[config.mk]
export PLATFORM = sky130hd
export DESIGN_NAME = pgbus_ctrl
export DESIGN_NICKNAME = d
export VERILOG_FILES = /design/src/rtl/pgbus_pkg.sv /design/src/rtl/pgbus_page_track.sv /design/src/rtl/pgbus_timing.sv /design/src/rtl/pgbus_seq.sv /design/src/rtl/pgbus_ctrl.sv
export SDC_FILE = /design/constraint.sdc
export NUM_CORES = 1
export LEC_CHECK = 0
export BUFFER_PORTS_ARGS = -buffer_cell sky130_fd_sc_hd__buf_2
export CORE_MARGIN = 4
export CORE_UTILIZATION = 55
export CTS_BUF_LIST = sky130_fd_sc_hd__clkbuf_4 sky130_fd_sc_hd__clkbuf_8 sky130_fd_sc_hd__clkbuf_16
export DETAILED_ROUTE_END_ITERATION = 10
export PLACE_DENSITY_LB_ADDON = 0.05
export SLEW_MARGIN = 0
export SYNTH_ARGS = -nofsm -noshare
export SYNTH_HDL_FRONTEND = slang
export SYNTH_SLANG_ARGS = --single-unit
[constraint.sdc]
create_clock -name clk -period 7.35 [get_ports clk]
set_input_delay 0.735 -clock clk [delete_from_list [all_inputs] [get_ports clk]]
set_output_delay 0.735 -clock clk [all_outputs]
set_load 0.005 [all_outputs]
[src/rtl/pgbus_pkg.sv]
package pgbus_pkg;
  typedef enum logic [1:0] {
    KIND_FETCH = 2'd0,
    KIND_READ  = 2'd1,
    KIND_WRITE = 2'd2
  } kind_e;

  typedef enum logic [1:0] {
    ST_IDLE = 2'd0,
    ST_ADDR = 2'd1,
    ST_ACC  = 2'd2,
    ST_DONE = 2'd3
  } state_e;

  localparam logic [1:0] SEL_ALT = 2'd3;
  localparam int unsigned LEN_W  = 3;
endpackage

[src/rtl/pgbus_page_track.sv]
module pgbus_page_track #(
  parameter int unsigned PG_W = 8
) (
  input  logic            clk,
  input  logic            rst_n,
  input  logic            cfg_en,
  input  logic [1:0]      cfg_sel,
  input  logic [PG_W-1:0] addr_hi,
  input  logic            take,
  output logic            miss
);
  logic [PG_W-1:0] page_q, page_d;
  logic            pvalid_q, pvalid_d;
  logic [2:0]      cfg_q;
  logic            cfg_chg;

  assign cfg_chg = ({cfg_en, cfg_sel} != cfg_q);
  assign miss    = !pvalid_q || cfg_chg || (addr_hi != page_q);

  always_comb begin
    page_d   = page_q;
    pvalid_d = pvalid_q;
    if (take) begin
      page_d   = addr_hi;
      pvalid_d = 1'b1;
    end else if (cfg_chg) begin
      pvalid_d = 1'b0;
    end
  end

  always_ff @(posedge clk or negedge rst_n) begin
    if (!rst_n) begin
      page_q   <= '0;
      pvalid_q <= 1'b0;
      cfg_q    <= '0;
    end else begin
      page_q   <= page_d;
      pvalid_q <= pvalid_d;
      cfg_q    <= {cfg_en, cfg_sel};
    end
  end

  // a configuration change with no access in flight clears the stored page
  assert_cfg_drop_R9: assert property (@(posedge clk) disable iff (!rst_n)
    (!$stable({cfg_en, cfg_sel}) && !take) |=> !pvalid_q);
endmodule

[src/rtl/pgbus_timing.sv]
module pgbus_timing
  import pgbus_pkg::*;
(
  input  logic [1:0]       sel,
  input  kind_e            kind,
  input  logic             miss,
  output logic [LEN_W-1:0] first_len,
  output logic [LEN_W-1:0] acc_len
);
  logic is_alt_data;

  always_comb begin
    unique case (sel)
      2'd0:    acc_len = LEN_W'(1);
      2'd1:    acc_len = LEN_W'(2);
      2'd2:    acc_len = LEN_W'(4);
      default: acc_len = LEN_W'(2);
    endcase
  end

  assign is_alt_data = (sel == SEL_ALT) && (kind != KIND_FETCH);
  assign first_len   = (miss || is_alt_data) ? acc_len : '0;
endmodule

[src/rtl/pgbus_seq.sv]
module pgbus_seq
  import pgbus_pkg::*;
#(
  parameter int unsigned DATA_W = 8,
  localparam int unsigned ADDR_W = 2 * DATA_W
) (
  input  logic              clk,
  input  logic              rst_n,
  input  logic              go,
  input  logic [1:0]        sel,
  input  kind_e             kind,
  input  logic [ADDR_W-1:0] addr,
  input  logic [DATA_W-1:0] wdata,
  input  logic              miss,
  input  logic [LEN_W-1:0]  first_len,
  input  logic [LEN_W-1:0]  acc_len,
  output logic              accept,
  output logic              done_o,
  output logic [DATA_W-1:0] rdata_o,
  output logic [DATA_W-1:0] addr_port_o,
  output logic              addr_port_oe,
  input  logic [DATA_W-1:0] addr_port_i,
  output logic [DATA_W-1:0] data_port_o,
  output logic              data_port_oe,
  input  logic [DATA_W-1:0] data_port_i,
  output logic              ale_o,
  output logic              psen_n_o,
  output logic              rd_n_o,
  output logic              wr_n_o
);
  state_e             st_q, st_d;
  logic [LEN_W-1:0]   cnt_q, cnt_d, hlen_q, hlen_d;
  kind_e              kind_q, kind_d;
  logic               alt_q, alt_d, miss_q, miss_d;
  logic [ADDR_W-1:0]  addr_q, addr_d;
  logic [DATA_W-1:0]  wd_q, wd_d;
  logic               cap;
  logic               ale_d, psen_d, rd_d, wr_d, aoe_d, doe_d, done_d;
  logic [DATA_W-1:0]  ao_d, do_d, lo_d, hi_d;

  assign accept = (st_q == ST_IDLE) && go;

  // next state
  always_comb begin
    st_d   = st_q;
    cnt_d  = cnt_q;
    hlen_d = hlen_q;
    kind_d = kind_q;
    alt_d  = alt_q;
    miss_d = miss_q;
    addr_d = addr_q;
    wd_d   = wd_q;
    cap    = 1'b0;
    unique case (st_q)
      ST_IDLE: if (accept) begin
        kind_d = kind;
        alt_d  = (sel == SEL_ALT);
        miss_d = miss;
        hlen_d = acc_len;
        addr_d = addr;
        wd_d   = wdata;
        if (first_len != '0) begin
          st_d  = ST_ADDR;
          cnt_d = first_len - LEN_W'(1);
        end else begin
          st_d  = ST_ACC;
          cnt_d = acc_len - LEN_W'(1);
        end
      end
      ST_ADDR: if (cnt_q == '0) begin
        st_d  = ST_ACC;
        cnt_d = hlen_q - LEN_W'(1);
      end else begin
        cnt_d = cnt_q - LEN_W'(1);
      end
      ST_ACC: if (cnt_q == '0) begin
        st_d = ST_DONE;
        cap  = 1'b1;
      end else begin
        cnt_d = cnt_q - LEN_W'(1);
      end
      default: st_d = ST_IDLE;
    endcase
  end

  // next bus outputs, derived from the next state so they leave registers
  always_comb begin
    lo_d   = addr_d[DATA_W-1:0];
    hi_d   = addr_d[ADDR_W-1:DATA_W];
    ale_d  = (st_d == ST_ADDR) && miss_d;
    psen_d = !((st_d == ST_ACC) && (kind_d == KIND_FETCH));
    rd_d   = !((st_d == ST_ACC) && (kind_d == KIND_READ));
    wr_d   = !((st_d == ST_ACC) && (kind_d == KIND_WRITE));
    done_d = (st_d == ST_DONE);
    aoe_d  = 1'b0;
    ao_d   = '0;
    doe_d  = 1'b0;
    do_d   = '0;
    if (st_d == ST_ADDR) begin
      aoe_d = 1'b1;
      ao_d  = hi_d;
      if (alt_d) begin
        doe_d = 1'b1;
        do_d  = lo_d;
      end
    end else if (st_d == ST_ACC) begin
      if (alt_d) begin
        doe_d = 1'b1;
        do_d  = lo_d;
        aoe_d = (kind_d == KIND_WRITE);
        ao_d  = (kind_d == KIND_WRITE) ? wd_d : '0;
      end else begin
        aoe_d = 1'b1;
        ao_d  = lo_d;
        doe_d = (kind_d == KIND_WRITE);
        do_d  = (kind_d == KIND_WRITE) ? wd_d : '0;
      end
    end
  end

  always_ff @(posedge clk or negedge rst_n) begin
    if (!rst_n) begin
      st_q   <= ST_IDLE;
      cnt_q  <= '0;
      hlen_q <= '0;
      kind_q <= KIND_FETCH;
      alt_q  <= 1'b0;
      miss_q <= 1'b0;
      addr_q <= '0;
      wd_q   <= '0;
    end else begin
      st_q   <= st_d;
      cnt_q  <= cnt_d;
      hlen_q <= hlen_d;
      kind_q <= kind_d;
      alt_q  <= alt_d;
      miss_q <= miss_d;
      addr_q <= addr_d;
      wd_q   <= wd_d;
    end
  end

  always_ff @(posedge clk or negedge rst_n) begin
    if (!rst_n) begin
      ale_o        <= 1'b0;
      psen_n_o     <= 1'b1;
      rd_n_o       <= 1'b1;
      wr_n_o       <= 1'b1;
      done_o       <= 1'b0;
      addr_port_oe <= 1'b0;
      addr_port_o  <= '0;
      data_port_oe <= 1'b0;
      data_port_o  <= '0;
    end else begin
      ale_o        <= ale_d;
      psen_n_o     <= psen_d;
      rd_n_o       <= rd_d;
      wr_n_o       <= wr_d;
      done_o       <= done_d;
      addr_port_oe <= aoe_d;
      addr_port_o  <= ao_d;
      data_port_oe <= doe_d;
      data_port_o  <= do_d;
    end
  end

  // capture register with an explicit enable at the strobe release edge
  always_ff @(posedge clk or negedge rst_n) begin
    if (!rst_n) begin
      rdata_o <= '0;
    end else if (cap) begin
      rdata_o <= alt_q ? addr_port_i : data_port_i;
    end
  end

  assert_one_strobe_R10: assert property (@(posedge clk) disable iff (!rst_n)
    $countones({~psen_n_o, ~rd_n_o, ~wr_n_o}) <= 1);

  assert_done_pulse_R10: assert property (@(posedge clk) disable iff (!rst_n)
    done_o |=> !done_o);

  assert_ale_quiet_R4: assert property (@(posedge clk) disable iff (!rst_n)
    ale_o |-> (psen_n_o && rd_n_o && wr_n_o && (alt_q || !data_port_oe)));

  assert_acc_noale_R5: assert property (@(posedge clk) disable iff (!rst_n)
    (st_q == ST_ACC) |-> !ale_o);
endmodule

[src/rtl/pgbus_ctrl.sv]
module pgbus_ctrl
  import pgbus_pkg::*;
#(
  parameter int unsigned DATA_W = 8,
  localparam int unsigned ADDR_W = 2 * DATA_W
) (
  input  logic              clk,
  input  logic              rst_n,
  input  logic              cfg_en,
  input  logic [1:0]        cfg_sel,
  input  logic              req_valid,
  input  logic [1:0]        req_kind,
  input  logic [ADDR_W-1:0] req_addr,
  input  logic [DATA_W-1:0] req_wdata,
  output logic              done_o,
  output logic [DATA_W-1:0] rdata_o,
  output logic [DATA_W-1:0] addr_port_o,
  output logic              addr_port_oe,
  input  logic [DATA_W-1:0] addr_port_i,
  output logic [DATA_W-1:0] data_port_o,
  output logic              data_port_oe,
  input  logic [DATA_W-1:0] data_port_i,
  output logic              ale_o,
  output logic              psen_n_o,
  output logic              rd_n_o,
  output logic              wr_n_o
);
  logic             rs_meta, rs_n;
  logic             miss, accept;
  logic [LEN_W-1:0] first_len, acc_len;
  kind_e            kind;

  // asynchronous assert, synchronous release
  always_ff @(posedge clk or negedge rst_n) begin
    if (!rst_n) begin
      rs_meta <= 1'b0;
      rs_n    <= 1'b0;
    end else begin
      rs_meta <= 1'b1;
      rs_n    <= rs_meta;
    end
  end

  assign kind = kind_e'(req_kind);

  pgbus_page_track #(.PG_W(DATA_W)) u_page (
    .clk     (clk),
    .rst_n   (rs_n),
    .cfg_en  (cfg_en),
    .cfg_sel (cfg_sel),
    .addr_hi (req_addr[ADDR_W-1:DATA_W]),
    .take    (accept),
    .miss    (miss)
  );

  pgbus_timing u_timing (
    .sel       (cfg_sel),
    .kind      (kind),
    .miss      (miss),
    .first_len (first_len),
    .acc_len   (acc_len)
  );

  pgbus_seq #(.DATA_W(DATA_W)) u_seq (
    .clk          (clk),
    .rst_n        (rs_n),
    .go           (req_valid && cfg_en),
    .sel          (cfg_sel),
    .kind         (kind),
    .addr         (req_addr),
    .wdata        (req_wdata),
    .miss         (miss),
    .first_len    (first_len),
    .acc_len      (acc_len),
    .accept       (accept),
    .done_o       (done_o),
    .rdata_o      (rdata_o),
    .addr_port_o  (addr_port_o),
    .addr_port_oe (addr_port_oe),
    .addr_port_i  (addr_port_i),
    .data_port_o  (data_port_o),
    .data_port_oe (data_port_oe),
    .data_port_i  (data_port_i),
    .ale_o        (ale_o),
    .psen_n_o     (psen_n_o),
    .rd_n_o       (rd_n_o),
    .wr_n_o       (wr_n_o)
  );
endmodule

# Yosys cells after proc, flatten, opt, wreduce, memory -nomap -nowiden
# Index checks and enable logic that the tools add are counted.
dict set report word_totals {
  register_bits 81
  wordCells 106
  out_inout_bits 31
  inputBits 48
}
dict set report classes {
  muxes 42
  addsub 4
  eq_ne 13
  reduce_logical 24
}
# op count
set ops {}
lappend ops {{8-bit 2-to-1 mux} 11}
lappend ops {{16-bit 2-to-1 mux} 2}
lappend ops {{1-bit 2-to-1 mux} 15}
lappend ops {{3-bit 2-to-1 mux} 5}
lappend ops {{2-bit == test (second input constant)} 6}
lappend ops {{2-bit 2-to-1 mux} 6}
lappend ops {{3-bit by 1-bit subtractor with 3-bit output (second input constant)} 4}
lappend ops {{3-bit one-hot mux with 3 select lines} 1}
lappend ops {{8-bit inequality test} 1}
lappend ops {{1-bit logical AND} 7}
lappend ops {{2-bit by 1-bit == test with 1-bit output (second input constant)} 3}
lappend ops {{2-bit zero test} 3}
lappend ops {{2-bit one-hot mux with 3 select lines} 1}
lappend ops {{3-bit one-hot mux with 2 select lines} 1}
lappend ops {{3-bit nonzero test} 2}
lappend ops {{1-bit zero test} 4}
lappend ops {{2-bit inequality test (second input constant)} 2}
lappend ops {{2-bit nonzero test} 2}
lappend ops {{3-bit zero test} 1}
lappend ops {{1-bit logical OR} 3}
lappend ops {{3-bit inequality test} 1}
lappend ops {{3-bit AND reduction} 1}
lappend ops {{2-bit AND reduction} 1}

# Depth between registers and ports, before layout
dict set report depth {
  depth_word 12
  mapped_depth 10
  ltp_nobuf 8
}

# Cells and area by module
# From an unflattened synthesis, not the netlist that was laid out.
dict set report unflattened {
  hier_cells 318
  hier_area_um2 3757.4
}
# module cells_each area_each_um2 seq_area_each_um2 n_inst
set by_module_without_submodules {}
lappend by_module_without_submodules {pgbus_seq 269 3129.3 1680.4 1}
lappend by_module_without_submodules {pgbus_page_track 37 524.3 300.3 1}
lappend by_module_without_submodules {pgbus_ctrl 4 60.1 50.0 1}
lappend by_module_without_submodules {pgbus_timing 8 43.8 0.0 1}

# Worst setup path after synthesis
# OpenSTA, ideal clock, no wires.
dict set report synth_path {
  path_type {input-to-reg}
  from {input cfg_en}
  to {register u_seq.data_port_o[0]}
  setup_time_ps 80
  path_buffers 1
  cell_stages 7
  arrival_ps 2209
  path_slack_ps 5061
  required_ps 7270
  cell_sequence {xnor2_1 -> nand4_1 -> nor4_4 -> o221ai_2 -> or3_1 -> buf_6 -> o22ai_2}
}
dict set report synth_between {
  elab_chain_len 12
  word_cells_on_any_way 27
  cone_classes {eq/ne: 4; mux: 17; reduce/logical: 6}
}
# element line
set synth_rtl {}
lappend synth_rtl {{start: declaration} pgbus_ctrl.sv:9} ;# input logic cfg_en,
lappend synth_rtl {{3-bit inequality test} pgbus_page_track.sv:17} ;# assign cfg_chg = ({cfg_en, cfg_sel} != cfg_q);
lappend synth_rtl {{1-bit logical OR (2 in a row)} pgbus_page_track.sv:18} ;# assign miss = !pvalid_q || cfg_chg || (addr_hi != page_q);
lappend synth_rtl {{1-bit logical OR} pgbus_timing.sv:22} ;# assign first_len = (miss || is_alt_data) ? acc_len : '0;
lappend synth_rtl {{3-bit 2-to-1 mux} pgbus_timing.sv:22}
lappend synth_rtl {{3-bit nonzero test} pgbus_seq.sv:62} ;# if (first_len != '0) begin
lappend synth_rtl {{2-bit 2-to-1 mux} pgbus_seq.sv:62}
lappend synth_rtl {{2-bit 2-to-1 mux} pgbus_seq.sv:55} ;# ST_IDLE: if (accept) begin
lappend synth_rtl {{2-bit one-hot mux with 3 select lines} pgbus_seq.sv:54} ;# unique case (st_q)
lappend synth_rtl {{2-bit == test} pgbus_seq.sv:106} ;# end else if (st_d == ST_ACC) begin
lappend synth_rtl {{8-bit 2-to-1 mux} pgbus_seq.sv:106}
lappend synth_rtl {{8-bit 2-to-1 mux *} pgbus_seq.sv:99} ;# if (st_d == ST_ADDR) begin
lappend synth_rtl {{named net u_seq.do_d[0]} pgbus_seq.sv:39} ;# logic [DATA_W-1:0] ao_d, do_d, lo_d, hi_d;
lappend synth_rtl {{end signal: assignment} pgbus_seq.sv:163} ;# data_port_o <= do_d;
lappend synth_rtl {{end: declaration} pgbus_seq.sv:23} ;# output logic [DATA_W-1:0] data_port_o,
# The timed path passes the listed nets; every way through them passes the cells marked *.
# A chain may end at the register's enable or synchronous reset.

# Worst setup path after layout
dict set report layout_path {
  from {register u_seq.st_q[0]}
  to {register u_seq.data_port_o[3]}
}
dict set report layout_between {
  elab_chain_len 9
  word_cells_on_any_way 24
  cone_classes {eq/ne: 5; mux: 17; reduce/logical: 2}
}
# element line
set layout_rtl {}
lappend layout_rtl {{start: declaration} pgbus_seq.sv:31} ;# state_e st_q, st_d;
lappend layout_rtl {{start signal: assignment} pgbus_seq.sv:132} ;# st_q <= st_d;
lappend layout_rtl {{2-bit zero test} {pgbus_seq.sv:41, pgbus_seq.sv:54}}
lappend layout_rtl {{1-bit logical AND} pgbus_seq.sv:41} ;# assign accept = (st_q == ST_IDLE) && go;
lappend layout_rtl {{2-bit 2-to-1 mux} pgbus_seq.sv:55}
lappend layout_rtl {{2-bit 2-to-1 mux} pgbus_seq.sv:54}
lappend layout_rtl {{2-bit == test} pgbus_seq.sv:116} ;# do_d = (kind_d == KIND_WRITE) ? wd_d : '0;
lappend layout_rtl {{8-bit 2-to-1 mux} pgbus_seq.sv:116}
lappend layout_rtl {{8-bit 2-to-1 mux} pgbus_seq.sv:107} ;# if (alt_d) begin
lappend layout_rtl {{8-bit 2-to-1 mux} pgbus_seq.sv:106}
lappend layout_rtl {{8-bit 2-to-1 mux *} pgbus_seq.sv:99}
lappend layout_rtl {{named net u_seq.do_d[3]} pgbus_seq.sv:39}
# Marked as above.

==> metrics.txt <==
drt first-iter violations 80; top cells by count, synth nand2_1, dfrtp_1, inv_1, o21ai_0, mux2i_1; area of the multi-input gates 1439 um^2; relative slew slack 34.61%; Max stage delay cell, worst path or3_1; top cell type's share of synthesized area 53.66%; Leak Pwr 0.002203 uW; grt total ovfl 0; I/O Buffers 78; main flop type after synthesis dfrtp_1; number of synthesized flops with an enable pin 0; final total power 1807 uW; max-slew violation count 0; Mapped Cells 360; number of synthesized register bits 81; # diodes 0; Die Span Y 89.32 um; Cell Area, Synth 3637 um^2; layout cell share with drive strength beyond 1 25.40%; WP depth 9; Core Rows 29; CTS Buf Count 9; Critical Path AT 3.33 ns; initial antenna violation count 0; YS warnings 0; mean post-synth cell area 10.10 um^2; number of cells on the worst reg-to-reg path 9; htree depth 3; # DRC 0; Sink Count 81; Tightest Pin Transition 0.9808 ns; Synth async-reset ratio 100.0%; post-synth cell types 43; WP buf/inv 2; Initial Util 56.96%; CP top delay family simple AND/OR/NAND/NOR gates; crit end category flip-flop; Pwr Density 420.7 nW/um^2; Total GRT Usage 21.16%; crit-path cells inv_1 -> ha_1 -> and3_1 -> buf_4 -> nand3_2 -> nor4_4 -> o221ai_2 -> or3_1 -> o22ai_2; Crit path required time 7.63 ns; worst-path maximum fanout 32; Pre-antenna DRT Iters 4; TritonCTS clock tree done; Area growth syn-to-layout 18.13%; number of post-CTS setup repair buffers 0; Final Skew 0.01329 ns; setup violators final 0; Hold Path Class input port to asynchronous set/reset pin; Clk pin slew, worst setup/hold paths 0.09 ns; largest net degree at the start of global routing 80; Clock Tree Root clkbuf_8; Skew-Pair Late Insertion Delay 0.36 ns; Peak VDD IR 0.0002474 V; Final Critical Period 3.054 ns; synth top area cells dfrtp_1, nand2_1, mux2i_1; Vias 2723; WS Path Type flip-flop to flip-flop; maximum buffer depth of the clock tree 2; vias in the first global route 2673; nets 491; routability cong. 0.8432; Critical Path Max Stage Delay 0.60 ns; RSZ-0062 raised after global routing false; final antenna-violating net count 0; most frequent cell after synthesis nand2_1; # fillers 525; Setup TNS 0 ns; Max-cap violations 0; core area 6386 um^2; Hold Fails Final Rpt 0; post-synthesis sequential area ratio 55.83%; crit start category flip-flop; first-pass GRT wire length 12650 um; HPWL after DPL 5503 um; DRT Wirelength 7843 um; status finished, final reports clean; Vias/cell 5.257; FF/Latch Area 2034 um^2; routed length per instance 15.14 um; Mapped Nets 415; cts hold-fix bufs 0; f_max 327.4 MHz; post-CTS resize count 0; # IOs 79; area leader, netlist dfrtp_1; DIE WIDTH 89.32 um; fin crit share 41.55%; die area 7978 um^2
worst reg2reg max path, cell delays in order (launching register included):
cell	delay (ns)
dfrtp_1	0.46
inv_1	0.11
ha_1	0.23
and3_1	0.17
buf_4	0.35
nand3_2	0.17
nor4_4	0.38
o221ai_2	0.31
or3_1	0.60
o22ai_2	0.22
kinds of logic (layout without fill, tap and decap cells):
family                   count (synthesis)  after routing  synth area share (%)
adder cells (fa/ha/maj)                  7              7                 2.408
flip-flops                              81             81                 55.83
other                                    1              1                0.1031
multiplexers                            20             20                 5.573
XOR/XNOR                                12             12                 2.890
AND/OR/NAND/NOR                        139            139                 17.51
AO/OA/AOI/OAI                           59             59                 11.08
buffers and inverters                   41            122                 4.610
metal layers:
metal  track usage [%]  share of wire (%)  wire length (um)  vias up
li1                  -                  -                 -     1341
met1             29.32                 45              3566     1282
met5                 0                  0                 0        -
met2             32.02                 46              3571       83
met3             4.147                6.4               500       17
met4             10.28                2.6               205        0
final cells by class:
type | instances | area share [%]
Timing Repair Buffer | 80 | 9.435
Inverter | 26 | 2.271
Tap cell | 77 | 2.242
Clock buffer | 9 | 2.883
Clock inverter | 7 | 2.330
Multi-Input combinational cell | 238 | 33.49
Sequential cell | 81 | 47.35
stage by stage:
| step | setup WS [ns] | hold WS (ns) | instances | utilization, % | instance area [um^2] |
|---|---|---|---|---|---|
| 2_1_floorplan | 4.932 | 0.3312 | 360 | - | 3637 |
| 3_3_place_gp | 4.285 | 0.3433 | 502 | 63.77 | 4073 |
| 3_5_place_dp | 4.215 | 0.3472 | 502 | 63.77 | 4073 |
| 4_1_cts | 4.302 | 0.1433 | 518 | 67.28 | 4297 |
| 5_1_grt | 3.993 | 0.1426 | 518 | 67.28 | 4297 |
| 6_report | 4.296 | 0.1508 | 518 | 67.28 | 4297 |
power breakdown:
group          switching, uW  internal (uW)
Combinational            431            291
Sequential              93.8            630
Clock                    167            194
registers in the layout, summed over array words and instances, names as in the netlist, 2 cells and up:
register	cells
u_seq.kind_q	2
u_seq.addr_port_o	8
u_seq.hlen_q	3
u_page.page_q	8
u_seq.cnt_q	3
u_seq.addr_q	16
u_seq.st_q	2
u_seq.wd_q	8
u_page.cfg_q	3
u_seq.data_port_o	8
u_seq.rdata_o	8
cells in the final DEF, fill, tap and decap left out, types with 3 or more instances in the layout:
cell,n
dfrtp_1,77
nand2_1,88
o21a_1,3
nor2_1,9
nand2b_1,11
buf_2,78
xnor2_1,11
ha_1,7
clkbuf_8,9
a21oi_1,9
o21ai_0,25
nor3_1,10
or3_1,4
a21o_1,4
dfstp_2,3
inv_1,26
o22ai_2,7
mux2i_1,18
final timing paths:
kind | startpoint | to | slack (ns)
worst max register to register | u_seq.st_q[0] | u_seq.data_port_o[3] | 4.30
worst max-delay path | u_seq.st_q[0] | u_seq.data_port_o[3] | 4.30
worst min register to register | rs_meta | rs_n | 0.36
max in group asynchronous | rs_n | u_page.cfg_q[2] | 6.22
min in group clk | rs_meta | rs_n | 0.36
worst min-delay path | rst_n | rs_n | 0.15
(Power assumes the default switching activity.)
